`config.mk`:
```
export PLATFORM = sky130hd
export DESIGN_NAME = sector_xfer_seq
export DESIGN_NICKNAME = d
export VERILOG_FILES = /design/src/rtl/sxs_pkg.sv /design/src/rtl/sxs_count_check.sv /design/src/rtl/sxs_chunk_calc.sv /design/src/rtl/sxs_blk_reg.sv /design/src/rtl/sector_xfer_seq.sv
export SDC_FILE = /design/constraint.sdc
export NUM_CORES = 1
export LEC_CHECK = 0
export BUFFER_PORTS_ARGS = -buffer_cell sky130_fd_sc_hd__buf_2
export CELL_PAD_IN_SITES_DETAIL_PLACEMENT = 2
export CELL_PAD_IN_SITES_GLOBAL_PLACEMENT = 2
export CORE_MARGIN = 1
export CORE_UTILIZATION = 32
export DETAILED_ROUTE_END_ITERATION = 8
export GPL_ROUTABILITY_DRIVEN = 0
export MAX_ROUTING_LAYER = met4
export PLACE_DENSITY_LB_ADDON = 0.1
export SYNTH_ARGS = -nofsm -noshare
export SYNTH_HDL_FRONTEND = slang
export SYNTH_HIERARCHICAL = 1
export SYNTH_SLANG_ARGS = --single-unit
```
`constraint.sdc`:
```
create_clock -name clk -period 3.96 [get_ports clk]
set_clock_uncertainty 0.15 [all_clocks]
set_input_delay 0.594 -clock clk [delete_from_list [all_inputs] [get_ports clk]]
set_output_delay 0.594 -clock clk [all_outputs]
set_load 0.01 [all_outputs]
```
`src/rtl/sxs_pkg.sv`:
```
package sxs_pkg;
  typedef enum logic [1:0] {
    OP_READ    = 2'b00,
    OP_WRITE   = 2'b01,
    OP_VERIFY  = 2'b10,
    OP_SETMULT = 2'b11
  } op_e;

  typedef enum logic [1:0] {
    ERR_NONE  = 2'b00,
    ERR_RANGE = 2'b01,
    ERR_MEDIA = 2'b10
  } err_e;

  typedef enum logic [1:0] {
    ST_IDLE  = 2'd0,
    ST_MREQ  = 2'd1,
    ST_MWAIT = 2'd2,
    ST_BUF   = 2'd3
  } st_e;

  localparam int SECTOR_SHIFT = 9;
endpackage

```
`src/rtl/sxs_count_check.sv`:
```
module sxs_count_check #(
  parameter int LBA_W   = 48,
  parameter int RAW_W   = 16,
  parameter int SHORT_W = 8,
  localparam int CNT_W  = RAW_W + 1
) (
  input  logic [RAW_W-1:0] raw_count,
  input  logic             ext,
  input  logic [LBA_W-1:0] lba,
  input  logic [LBA_W-1:0] cap,
  output logic [CNT_W-1:0] cnt_eff,
  output logic             in_range
);
  localparam logic [CNT_W-1:0] LONG_MAX  = CNT_W'(1) << RAW_W;
  localparam logic [CNT_W-1:0] SHORT_MAX = CNT_W'(1) << SHORT_W;

  logic [SHORT_W-1:0] short_cnt;

  always_comb begin
    short_cnt = raw_count[SHORT_W-1:0];
    if (ext) begin
      cnt_eff = (raw_count == '0) ? LONG_MAX : CNT_W'(raw_count);
    end else begin
      cnt_eff = (short_cnt == '0) ? SHORT_MAX : CNT_W'(short_cnt);
    end
    in_range = (lba <= cap) && ((cap - lba) >= LBA_W'(cnt_eff));
  end
endmodule

```
`src/rtl/sxs_chunk_calc.sv`:
```
module sxs_chunk_calc #(
  parameter int CNT_W    = 17,
  parameter int MAX_MULT = 128,
  localparam int CH_W    = $clog2(MAX_MULT + 1)
) (
  input  logic [CNT_W-1:0] remaining,
  input  logic             dma,
  input  logic             single,
  input  logic [CH_W-1:0]  blk_size,
  output logic [CH_W-1:0]  chunk
);
  logic [CNT_W-1:0] limit;

  always_comb begin
    if (dma)         limit = CNT_W'(MAX_MULT);
    else if (single) limit = CNT_W'(1);
    else             limit = CNT_W'(blk_size);
    chunk = (remaining < limit) ? CH_W'(remaining) : CH_W'(limit);
  end
endmodule

```
`src/rtl/sxs_blk_reg.sv`:
```
module sxs_blk_reg #(
  parameter int MAX_MULT = 128,
  parameter int SHORT_W  = 8,
  localparam int CH_W    = $clog2(MAX_MULT + 1)
) (
  input  logic               clk,
  input  logic               rst_ni,
  input  logic               load,
  input  logic [SHORT_W-1:0] req,
  output logic [CH_W-1:0]    blk_size
);
  logic [CH_W-1:0] blk_q, blk_d;

  always_comb begin
    blk_d = blk_q;
    if (load) begin
      if ((req == '0) || (32'(req) > MAX_MULT)) blk_d = CH_W'(MAX_MULT);
      else                                      blk_d = CH_W'(req);
    end
  end

  always_ff @(posedge clk or negedge rst_ni) begin
    if (!rst_ni) blk_q <= CH_W'(MAX_MULT);
    else if (load) blk_q <= blk_d;
  end

  assign blk_size = blk_q;


  blk_zero_fallback_chk: assert property (@(posedge clk) disable iff (!rst_ni)
    (load && (req == '0)) |=> (32'(blk_q) == MAX_MULT));
endmodule

```
`src/rtl/sector_xfer_seq.sv`:
```
module sector_xfer_seq
  import sxs_pkg::*;
#(
  parameter int LBA_W    = 48,
  parameter int MAX_MULT = 128,
  localparam int CH_W    = $clog2(MAX_MULT + 1),
  localparam int BB_W    = CH_W + SECTOR_SHIFT
) (
  input  logic             clk,
  input  logic             rst_n,
  input  logic             cmd_start,
  input  logic [1:0]       cmd_op,
  input  logic [15:0]      cmd_count,
  input  logic [LBA_W-1:0] cmd_lba,
  input  logic [LBA_W-1:0] cmd_cap,
  input  logic             cmd_dma,
  input  logic             cmd_single,
  input  logic             cmd_ext,
  output logic             media_req,
  output logic             media_wr,
  output logic [LBA_W-1:0] media_lba,
  output logic [CH_W-1:0]  media_len,
  input  logic             media_done,
  input  logic             media_err,
  input  logic             prd_empty,
  output logic             buf_active,
  output logic [BB_W-1:0]  buf_bytes,
  input  logic             buf_done,
  output logic             busy,
  output logic             irq_set,
  output logic             err_pending,
  output logic [1:0]       err_code
);
  localparam int RAW_W   = 16;
  localparam int SHORT_W = 8;
  localparam int CNT_W   = RAW_W + 1;

  // reset: asynchronous assert, synchronous release
  logic [1:0] rst_sync_q;
  logic       rst_ni;
  always_ff @(posedge clk or negedge rst_n) begin
    if (!rst_n) rst_sync_q <= 2'b00;
    else        rst_sync_q <= {rst_sync_q[0], 1'b1};
  end
  assign rst_ni = rst_sync_q[1];

  st_e              st_q, st_d;
  op_e              op_q, op_d;
  err_e             errc_q, errc_d;
  logic [CNT_W-1:0] rem_q, rem_d, rem_after;
  logic [LBA_W-1:0] lba_q, lba_d;
  logic [CH_W-1:0]  chunk_q, chunk_d, chunk_c, blk_size;
  logic             dma_q, dma_d, single_q, single_d;
  logic             irq_q, irq_d, errp_q, errp_d;
  logic             blk_load, exhausted;
  logic [CNT_W-1:0] cnt_eff;
  logic             in_range;

  sxs_count_check #(.LBA_W(LBA_W), .RAW_W(RAW_W), .SHORT_W(SHORT_W)) u_cnt (
    .raw_count (cmd_count),
    .ext       (cmd_ext),
    .lba       (cmd_lba),
    .cap       (cmd_cap),
    .cnt_eff   (cnt_eff),
    .in_range  (in_range)
  );

  sxs_blk_reg #(.MAX_MULT(MAX_MULT), .SHORT_W(SHORT_W)) u_blk (
    .clk      (clk),
    .rst_ni   (rst_ni),
    .load     (blk_load),
    .req      (cmd_count[SHORT_W-1:0]),
    .blk_size (blk_size)
  );

  sxs_chunk_calc #(.CNT_W(CNT_W), .MAX_MULT(MAX_MULT)) u_chunk (
    .remaining (rem_q),
    .dma       (dma_q),
    .single    (single_q),
    .blk_size  (blk_size),
    .chunk     (chunk_c)
  );

  always_comb begin
    st_d      = st_q;
    op_d      = op_q;
    rem_d     = rem_q;
    lba_d     = lba_q;
    chunk_d   = chunk_q;
    dma_d     = dma_q;
    single_d  = single_q;
    errp_d    = errp_q;
    errc_d    = errc_q;
    irq_d     = 1'b0;
    blk_load  = 1'b0;
    exhausted = 1'b0;
    rem_after = rem_q - CNT_W'(chunk_q);
    unique case (st_q)
      ST_IDLE: begin
        if (cmd_start) begin
          errp_d = 1'b0;
          errc_d = ERR_NONE;
          if (op_e'(cmd_op) == OP_SETMULT) begin
            blk_load = 1'b1;
            irq_d    = 1'b1;
          end else if (!in_range) begin
            errp_d = 1'b1;
            errc_d = ERR_RANGE;
            irq_d  = 1'b1;
          end else begin
            op_d     = op_e'(cmd_op);
            rem_d    = cnt_eff;
            lba_d    = cmd_lba;
            dma_d    = cmd_dma;
            single_d = cmd_single;
            st_d     = (op_e'(cmd_op) == OP_WRITE) ? ST_BUF : ST_MREQ;
          end
        end
      end
      ST_MREQ: begin
        chunk_d = chunk_c;
        st_d    = ST_MWAIT;
      end
      ST_MWAIT: begin
        if (media_done) begin
          if (media_err) begin
            errp_d = 1'b1;
            errc_d = ERR_MEDIA;
            irq_d  = 1'b1;
            rem_d  = '0;
            st_d   = ST_IDLE;
          end else begin
            lba_d = lba_q + LBA_W'(chunk_q);
            if (op_q == OP_WRITE) begin
              rem_d = rem_after;
              if (rem_after == '0) begin
                st_d  = ST_IDLE;
                irq_d = 1'b1;
              end else begin
                st_d  = ST_BUF;
                irq_d = !dma_q;
              end
            end else begin
              exhausted = dma_q && prd_empty && (op_q == OP_READ);
              rem_d     = exhausted ? '0 : rem_after;
              irq_d     = !dma_q;
              if (op_q == OP_VERIFY) st_d = (rem_after == '0) ? ST_IDLE : ST_MREQ;
              else if (exhausted)    st_d = ST_IDLE;
              else                   st_d = ST_BUF;
            end
          end
        end
      end
      ST_BUF: begin
        if (buf_done) begin
          if (op_q == OP_WRITE) begin
            st_d = ST_MREQ;
          end else if (rem_q == '0) begin
            st_d  = ST_IDLE;
            irq_d = dma_q;
          end else begin
            st_d = ST_MREQ;
          end
        end
      end
      default: st_d = ST_IDLE;
    endcase
  end

  always_ff @(posedge clk or negedge rst_ni) begin
    if (!rst_ni) begin
      st_q     <= ST_IDLE;
      op_q     <= OP_READ;
      rem_q    <= '0;
      lba_q    <= '0;
      chunk_q  <= '0;
      dma_q    <= 1'b0;
      single_q <= 1'b0;
      irq_q    <= 1'b0;
      errp_q   <= 1'b0;
      errc_q   <= ERR_NONE;
    end else begin
      st_q     <= st_d;
      op_q     <= op_d;
      rem_q    <= rem_d;
      lba_q    <= lba_d;
      chunk_q  <= chunk_d;
      dma_q    <= dma_d;
      single_q <= single_d;
      irq_q    <= irq_d;
      errp_q   <= errp_d;
      errc_q   <= errc_d;
    end
  end

  assign busy        = (st_q != ST_IDLE);
  assign media_req   = (st_q == ST_MREQ);
  assign media_wr    = (op_q == OP_WRITE);
  assign media_lba   = lba_q;
  assign media_len   = chunk_c;
  assign buf_active  = (st_q == ST_BUF);
  assign buf_bytes   = buf_active ? (BB_W'((op_q == OP_WRITE) ? chunk_c : chunk_q) << SECTOR_SHIFT)
                                  : '0;
  assign irq_set     = irq_q;
  assign err_pending = errp_q;
  assign err_code    = errc_q;


  chunk_le_rem_chk: assert property (@(posedge clk) disable iff (!rst_ni)
    media_req |-> ((media_len != '0) && (CNT_W'(media_len) <= rem_q)));


  write_after_fill_chk: assert property (@(posedge clk) disable iff (!rst_ni)
    (media_req && media_wr) |-> $past(buf_done));


  verify_no_buf_chk: assert property (@(posedge clk) disable iff (!rst_ni)
    (st_q == ST_MWAIT && media_done && !media_err && op_q == OP_VERIFY) |=> !buf_active);


  media_err_clear_chk: assert property (@(posedge clk) disable iff (!rst_ni)
    (st_q == ST_MWAIT && media_done && media_err) |=> (!busy && err_pending && irq_set));


  busy_ignore_chk: assert property (@(posedge clk) disable iff (!rst_ni)
    (busy && cmd_start) |=> ($stable(op_q) && $stable(dma_q) && $stable(single_q)));
endmodule

```
==> summary.txt, run 1 <==
Routing
  • 1st-pass router iterations: 5
  • Initial drt markers: 1,013
  • ANT nets after route: 0
  • Post-Route WL: 65,900 um
  • DR WL/cell: 27.7 um
  • DRC Markers: 0
  • Vias per inst: 6.05
  • Via Count: 14.4k

Yosys
  • Complex-gate fraction of the synthesized area: 0.305
  • Leading area contributor after synthesis: dfrtp_1
  • Area share of and/or/nand/nor cells after synthesis: 0.233
  • Largest family of logic cells by synthesized area: compound AO/OA/AOI/OAI gates
  • Post-synthesis sequential area ratio: 0.217
  • Post-synth top area share: 0.215
  • Ys flop type: dfrtp_1
  • Ys async rst share: 1.00
  • Synthesized-area fraction occupied by adder cells: 0.109
  • Netlist Area Pre-Place: 10,700 um^2
  • Post-synth EDFFs: 0
  • Flops & latches, synth: 93
  • Post-synthesis cell type count: 92
  • Synth area leaders: dfrtp_1 (21%), ha_1 (10%), nand2_1 (6.0%), a21oi_1 (5.9%), inv_1 (4.1%)
  • Synth warn: 6
  • Leading cell type by number of instances after synthesis: nand2_1
  • Post-synthesis xor/xnor area fraction: 0.0335
  • Syn Area/Cell: 7.44 um^2
  • Post-synth top cells: nand2_1 (172), a21oi_1 (127), inv_1 (117), nor2_1 (98), dfrtp_1 (92)
  • Synth Instances: 1,442
  • Post-synthesis mux area share: 0.0214

Finish
  • Share of cells above drive strength 1: 0.360
  • Final nets: 2,149
  • Final Non-Filler Cells: 2,381
  • Area growth syn-to-layout: 46.7%
  • # fillers: 3,772

Power and ir drop
  • Power Density: 638 nW/um^2
  • Peak supply drop: 0.000324 V
  • Tot Pwr: 10.0 mW
  • Pleak: 7.43 nW

Timing
  • Fmax: 0.174 GHz
  • Slew margin rel.: 0.284
  • Final hold vios: 0
  • Max-slew violations: 0
  • Final Cycle Share: 1.45
  • Setup ws final: -1.77 ns
  • Setup-failing EPs final: 74
  • Worst-margin pin slew: 1.07 ns
  • RSZ-0062 raised after global routing: yes
  • Final worst path period need: 5.73 ns

Floorplan
  • Starting Density: 0.327
  • Core area: 32,800 um^2
  • Die Y: 185 um
  • Chip width: 185 um
  • I/O pin total: 205
  • Full die area: 34,200 um^2
  • Num rows: 66

Run status
  • Violated checks: negative setup slack
  • Status: finished, violations left

Worst setup path
  • Req. time, crit path: 4.07 ns
  • Critical R2R Launch: media_lba[9]
  • Critical Path Start Type: input port
  • WP data arrival: 5.84 ns
  • Largest delay share family, worst path: compound AO/OA/AOI/OAI gates
  • CP Max Fanout: 5
  • CP max stage delay: 0.36 ns
  • FF-to-FF setup slack: 0.52 ns
  • Max stage delay cell, worst path: ha_1
  • Kind of critical path: in -> reg
  • Cell repeated most along the worst path: buf_4
  • Worst R2R Path Depth: 6
  • Buffers and inverters on the worst path: 8
  • Critical path endpoint category: register
  • R2R Path End: media_lba[25]

GRT
  • Overall Global Routing Usage: 0.364
  • Largest net degree at the start of global routing: 71
  • Grt total ovfl: 0
  • First-pass GRT wire length: 91,500 um
  • Vias in the first global route: 15.2k
  • Initial antenna violation count: 2

Clocking
  • TritonCTS clock tree: yes
  • CTS Root Cell: clkbuf_16
  • Clk Latency, worst-skew pair: 0.40 ns
  • Clock transition at path regs: 0.07 ns
  • Number of CTS-inserted buffers: 9
  • CTS Sinks: 93
  • Bufs on Longest Clock Path: 2
  • Clock H-tree levels: 3

Place
  • Placed Cells: 2,321
  • Post-DP HPWL: 46,200 um
  • IO buf count: 195

Min path
  • Worst Hold Path EP: rst_sync_q[1]
  • Hold Path Class: reg -> reg
  • WHS Path Cells: 0
  • Hold Startpoint: rst_sync_q[0]

Flow run
  • MaxCap Viol Count: 0
[worst reg2reg max path, cell delays in order, from the launching register on]
cell and delay [ns]:
dfrtp_1 0.51, and3_1 0.38, and3_1 0.46, nand4_1 0.55, nor2_1 0.57, nand2_1 0.24
o311ai_2 0.43
[where the power goes]
| part | internal, mW | switching [mW] |
|---|---|---|
| registers | 1.37 | 0.824 |
| logic | 2.80 | 4.07 |
| clock network | 0.510 | 0.466 |
[how the worst max path moves through the flow]
stage	from	endpoint	slack [ns]	cells after the start
after floorplan	cmd_cap[0]	media_lba[20]	-1.13	27
after CTS	cmd_cap[0]	media_lba[34]	-1.53	31
after detailed placement	cmd_cap[0]	media_lba[27]	-2.29	30
after global placement	cmd_cap[0]	media_lba[27]	-1.86	28
after global routing	cmd_cap[0]	media_lba[27]	-1.96	32
final	cmd_lba[4]	media_lba[27]	-1.77	30
[metrics by stage]
stage	utilization	TNS (ns)	instance area [um^2]	hold WS [ns]	setup slack [ns]
2_1_floorplan	-	-72.79	10900	0.148	-1.13
3_3_place_gp	0.441	-122.08	14500	0.188	-1.86
3_5_place_dp	0.441	-154.54	14500	0.186	-2.29
4_1_cts	0.469	-103.66	15400	0.215	-1.53
5_1_grt	0.480	-132.53	15700	0.250	-1.96
6_report	0.480	-116.66	15700	0.228	-1.77
[kinds of logic after synthesis]
| group | after synthesis |
|---|---|
| simple gates | 506 |
| compound gates | 478 |
| buf+inv | 208 |
| flops | 93 |
| fa+ha+maj | 92 |
| xor+xnor | 41 |
| mux | 22 |
| other cells | 2 |
[layout make-up]
cell class              instances  area, um^2  share of cell area
diodes                          1        2.50            0.000159
clock buffers                  11         243              0.0154
clock inverters                 5        58.8             0.00374
inverters                     118         455              0.0290
multi-input cells            1149        8090               0.514
flip-flops and latches         93        2330               0.148
well taps                     442         553              0.0352
repair buffers                562        3990               0.254
[flip-flops by register name, indices dropped and copies added, names as in the netlist]
register and flops:
chunk_q 8, dma_q 1, err_code 2, err_pending 1
irq_set 1, media_lba 48, op_q 2, rem_q 17
rst_sync_q 2, single_q 1, st_q 2, u_blk/blk_size 8
[what timing repair did]
action	in CTS	in global routing
endpoints found under the setup margin	76	82
setup buffers	27	17
endpoints found under the hold margin	2	0
hold buffers	1	0
gates cloned	1	2
pin swaps	25	20
gates resized for setup	93	59
[cell usage in the layout, fill, tap and decap left out, types with 19 or more instances in the layout]
cell	count
xnor2_1	27
nor2_1	92
o21ai_0	72
buf_4	327
nand4_1	39
a21oi_1	110
dfrtp_1	90
nor3_1	30
buf_6	25
nand2_1	166
inv_1	115
nand3_1	35
buf_2	194
a21o_1	33
ha_1	87
o211ai_1	19
[layer usage]
layer,global-route usage,vias up,part of all wire
li1,-,6253,-
met5,-,-,0
met3,0.0395,241,0.052
met4,0.154,0,0.056
met2,0.629,632,0.49
met1,0.427,7272,0.40
Note: power is estimated with default switching activity, not from simulation.
==> inputs of run 2 (changes only) <==
--- a/config.mk
+++ b/config.mk
@@ -9,9 +9,11 @@
 export CELL_PAD_IN_SITES_DETAIL_PLACEMENT = 2
 export CELL_PAD_IN_SITES_GLOBAL_PLACEMENT = 2
 export CORE_MARGIN = 1
-export CORE_UTILIZATION = 32
+export CORE_UTILIZATION = 33
+export CTS_BUF_LIST = sky130_fd_sc_hd__clkbuf_8
 export DETAILED_ROUTE_END_ITERATION = 8
 export GPL_ROUTABILITY_DRIVEN = 0
+export HOLD_SLACK_MARGIN = 0.06
 export MAX_ROUTING_LAYER = met4
 export PLACE_DENSITY_LB_ADDON = 0.1
 export SYNTH_ARGS = -nofsm -noshare
==> run 2 against run 1 <==
The flow still finishes with violations (negative setup slack). Critical path type unchanged. Combinational power up 11%. Global-route usage up 3.9 points. Flip-flop and latch count unchanged. Utilization up 2.0 points. Worst hold slack worse by 0.0069 ns. Register-to-register slack worse by 0.25 ns. Non-clock buffer count up 3. Wire length up 20%. Die area down 3.0%. Setup slack worse by 0.13 ns. Via count up 8.0%. Largest power group unchanged.
==> summary.txt, run 2 (synthesis gave the netlist of run 1 again) <==
Finish
  • Most common cell after layout, fill and taps aside: buf_4
  • Area growth syn-to-layout: 48.2%
  • Max reg flops: 48
  • Share of cells above drive strength 1: 0.378
  • # diodes: 0
  • Final nets: 2,152
  • Most frequent cells in the layout: buf_4 (330), buf_2 (194), nand2_1 (161), inv_1 (115), a21oi_1 (101)
  • Final Non-Filler Cells: 2,376

Power and ir drop
  • Tot Pwr: 10.7 mW
  • Peak supply drop: 0.000407 V
  • Power Density: 671 nW/um^2
  • Pleak: 7.45 nW

Routing
  • ANT nets after route: 0
  • DR WL/cell: 33.2 um
  • DRC Markers: 0
  • Vias per inst: 6.55
  • 1st-pass router iterations: 5
  • Post-Route WL: 78,900 um
  • Via Count: 15.6k
  • Initial drt markers: 1,506

Timing
  • Final Cycle Share: 1.48
  • Setup ws final: -1.91 ns
  • Final hold vios: 0
  • Setup-failing EPs final: 82
  • Worst-margin pin slew: 1.08 ns
  • Final worst path period need: 5.87 ns
  • Fmax: 0.170 GHz
  • Max-slew violations: 0
  • Min Hold Slack: 0.221 ns
  • RSZ-0062 raised after global routing: yes
  • Slew margin rel.: 0.276

Worst setup path
  • Critical path endpoint category: register
  • Kind of critical path: in -> reg
  • Critical Path Start Type: input port
  • WP data arrival: 6.02 ns
  • CP Max Fanout: 5
  • Req. time, crit path: 4.11 ns

Clocking
  • Clock H-tree levels: 3
  • Bufs on Longest Clock Path: 2
  • TritonCTS clock tree: yes
  • Clock transition at path regs: 0.12 ns
  • Clk Latency, worst-skew pair: 0.45 ns
  • CTS Root Cell: clkbuf_8
  • CTS Sinks: 93
  • Number of CTS-inserted buffers: 9

Place
  • Post-DP HPWL: 46,200 um
  • Pre-CTS WS: -2.06 ns
  • IO buf count: 195
  • Placed Cells: 2,313

Floorplan
  • Num rows: 65
  • Starting Density: 0.337
  • Chip width: 182 um
  • I/O pin total: 205
  • Die Y: 182 um
  • Full die area: 33,200 um^2
  • Core area: 31,800 um^2

Run status
  • Violated checks: negative setup slack
  • Status: finished, violations left

GRT
  • Overall Global Routing Usage: 0.403
  • Met1 Use GR: 0.452
  • Met3 usage in global routing: 0.0575
  • Met2 Use GR: 0.690
  • Most Crowded Layer GR: met2
  • Initial antenna violation count: 0
  • Largest net degree at the start of global routing: 59
  • First-pass GRT wire length: 99,300 um
  • Vias in the first global route: 16.1k
  • Grt total ovfl: 0

Flow run
  • MaxCap Viol Count: 0

Min path
  • Hold Path Class: reg -> reg
-- run 2: metal layers --
layer  part of all wire  wire length [um]
met5                  0                 0
met4              0.088              6940
met3              0.065              5160
met2               0.48             37700
met1               0.37             29100
-- run 2: what timing repair did --
action | 4_1_cts | 5_1_grt
hold endpoints to repair | 2 | 0
buffers inserted | 33 | 15
pin swaps | 42 | 18
gates cloned | 3 | 0
setup endpoints to repair | 78 | 84
gates resized for setup | 132 | 70
hold buffers | 1 | 0
-- run 2: layout make-up --
cell class	instances	area [um^2]
flip-flops and latches	93	2330
fillers	3523	15900
inverters	118	458
repair buffers	565	4040
clock inverters	5	58.8
multi-input cells	1149	8300
well taps	435	544
clock buffers	11	151
-- run 2: power by group --
group | internal [mW] | leakage [nW] | switching, mW
sequential | 1.37 | 1.11 | 0.865
combinational | 2.94 | 6.23 | 4.70
clock | 0.327 | 0.102 | 0.457
-- run 2: worst paths after layout --
check | from | endpoint | slack (ns) | cells after the start
max | cmd_lba[3] | media_lba[38] | -1.91 | 23
min | rst_sync_q[0] | rst_sync_q[1] | 0.22 | 0
max reg2reg | media_lba[0] | media_lba[44] | 0.27 | 9
min reg2reg | rst_sync_q[0] | rst_sync_q[1] | 0.22 | 0
max in group asynchronous | rst_sync_q[1] | u_blk/blk_size[7] | 2.35 | 1
min in group asynchronous | rst_sync_q[1] | media_lba[26] | 0.29 | 0
-- run 2: metrics by stage --
stage               setup TNS [ns]  utilization  cell area [um^2]
detailed placement         -141.07        0.454             14400
CTS                         -86.00        0.486             15500
finish                     -123.30        0.500             15900
global placement           -122.90        0.454             14400
global route               -131.91        0.500             15900
floorplan                   -72.79            -             10900
-- run 2: critical path, stage by stage --
cell       delay (ns)
buf_2            0.09
inv_1            0.06
ha_1             0.37
and3_1           0.26
a221o_1          0.23
buf_4            0.14
buf_4            0.10
a2bb2oi_2        0.06
o41ai_2          0.59
o31ai_1          0.19
nor3b_1          0.49
nor2b_1          0.13
o31a_1           0.28
xnor2_1          0.26
nor2_1           0.13
a31oi_4          0.24
nand2_2          0.12
nor4_4           0.40
o22ai_4          0.17
buf_12           0.19
buf_8            0.14
o311ai_0         0.62
nand3_2          0.14
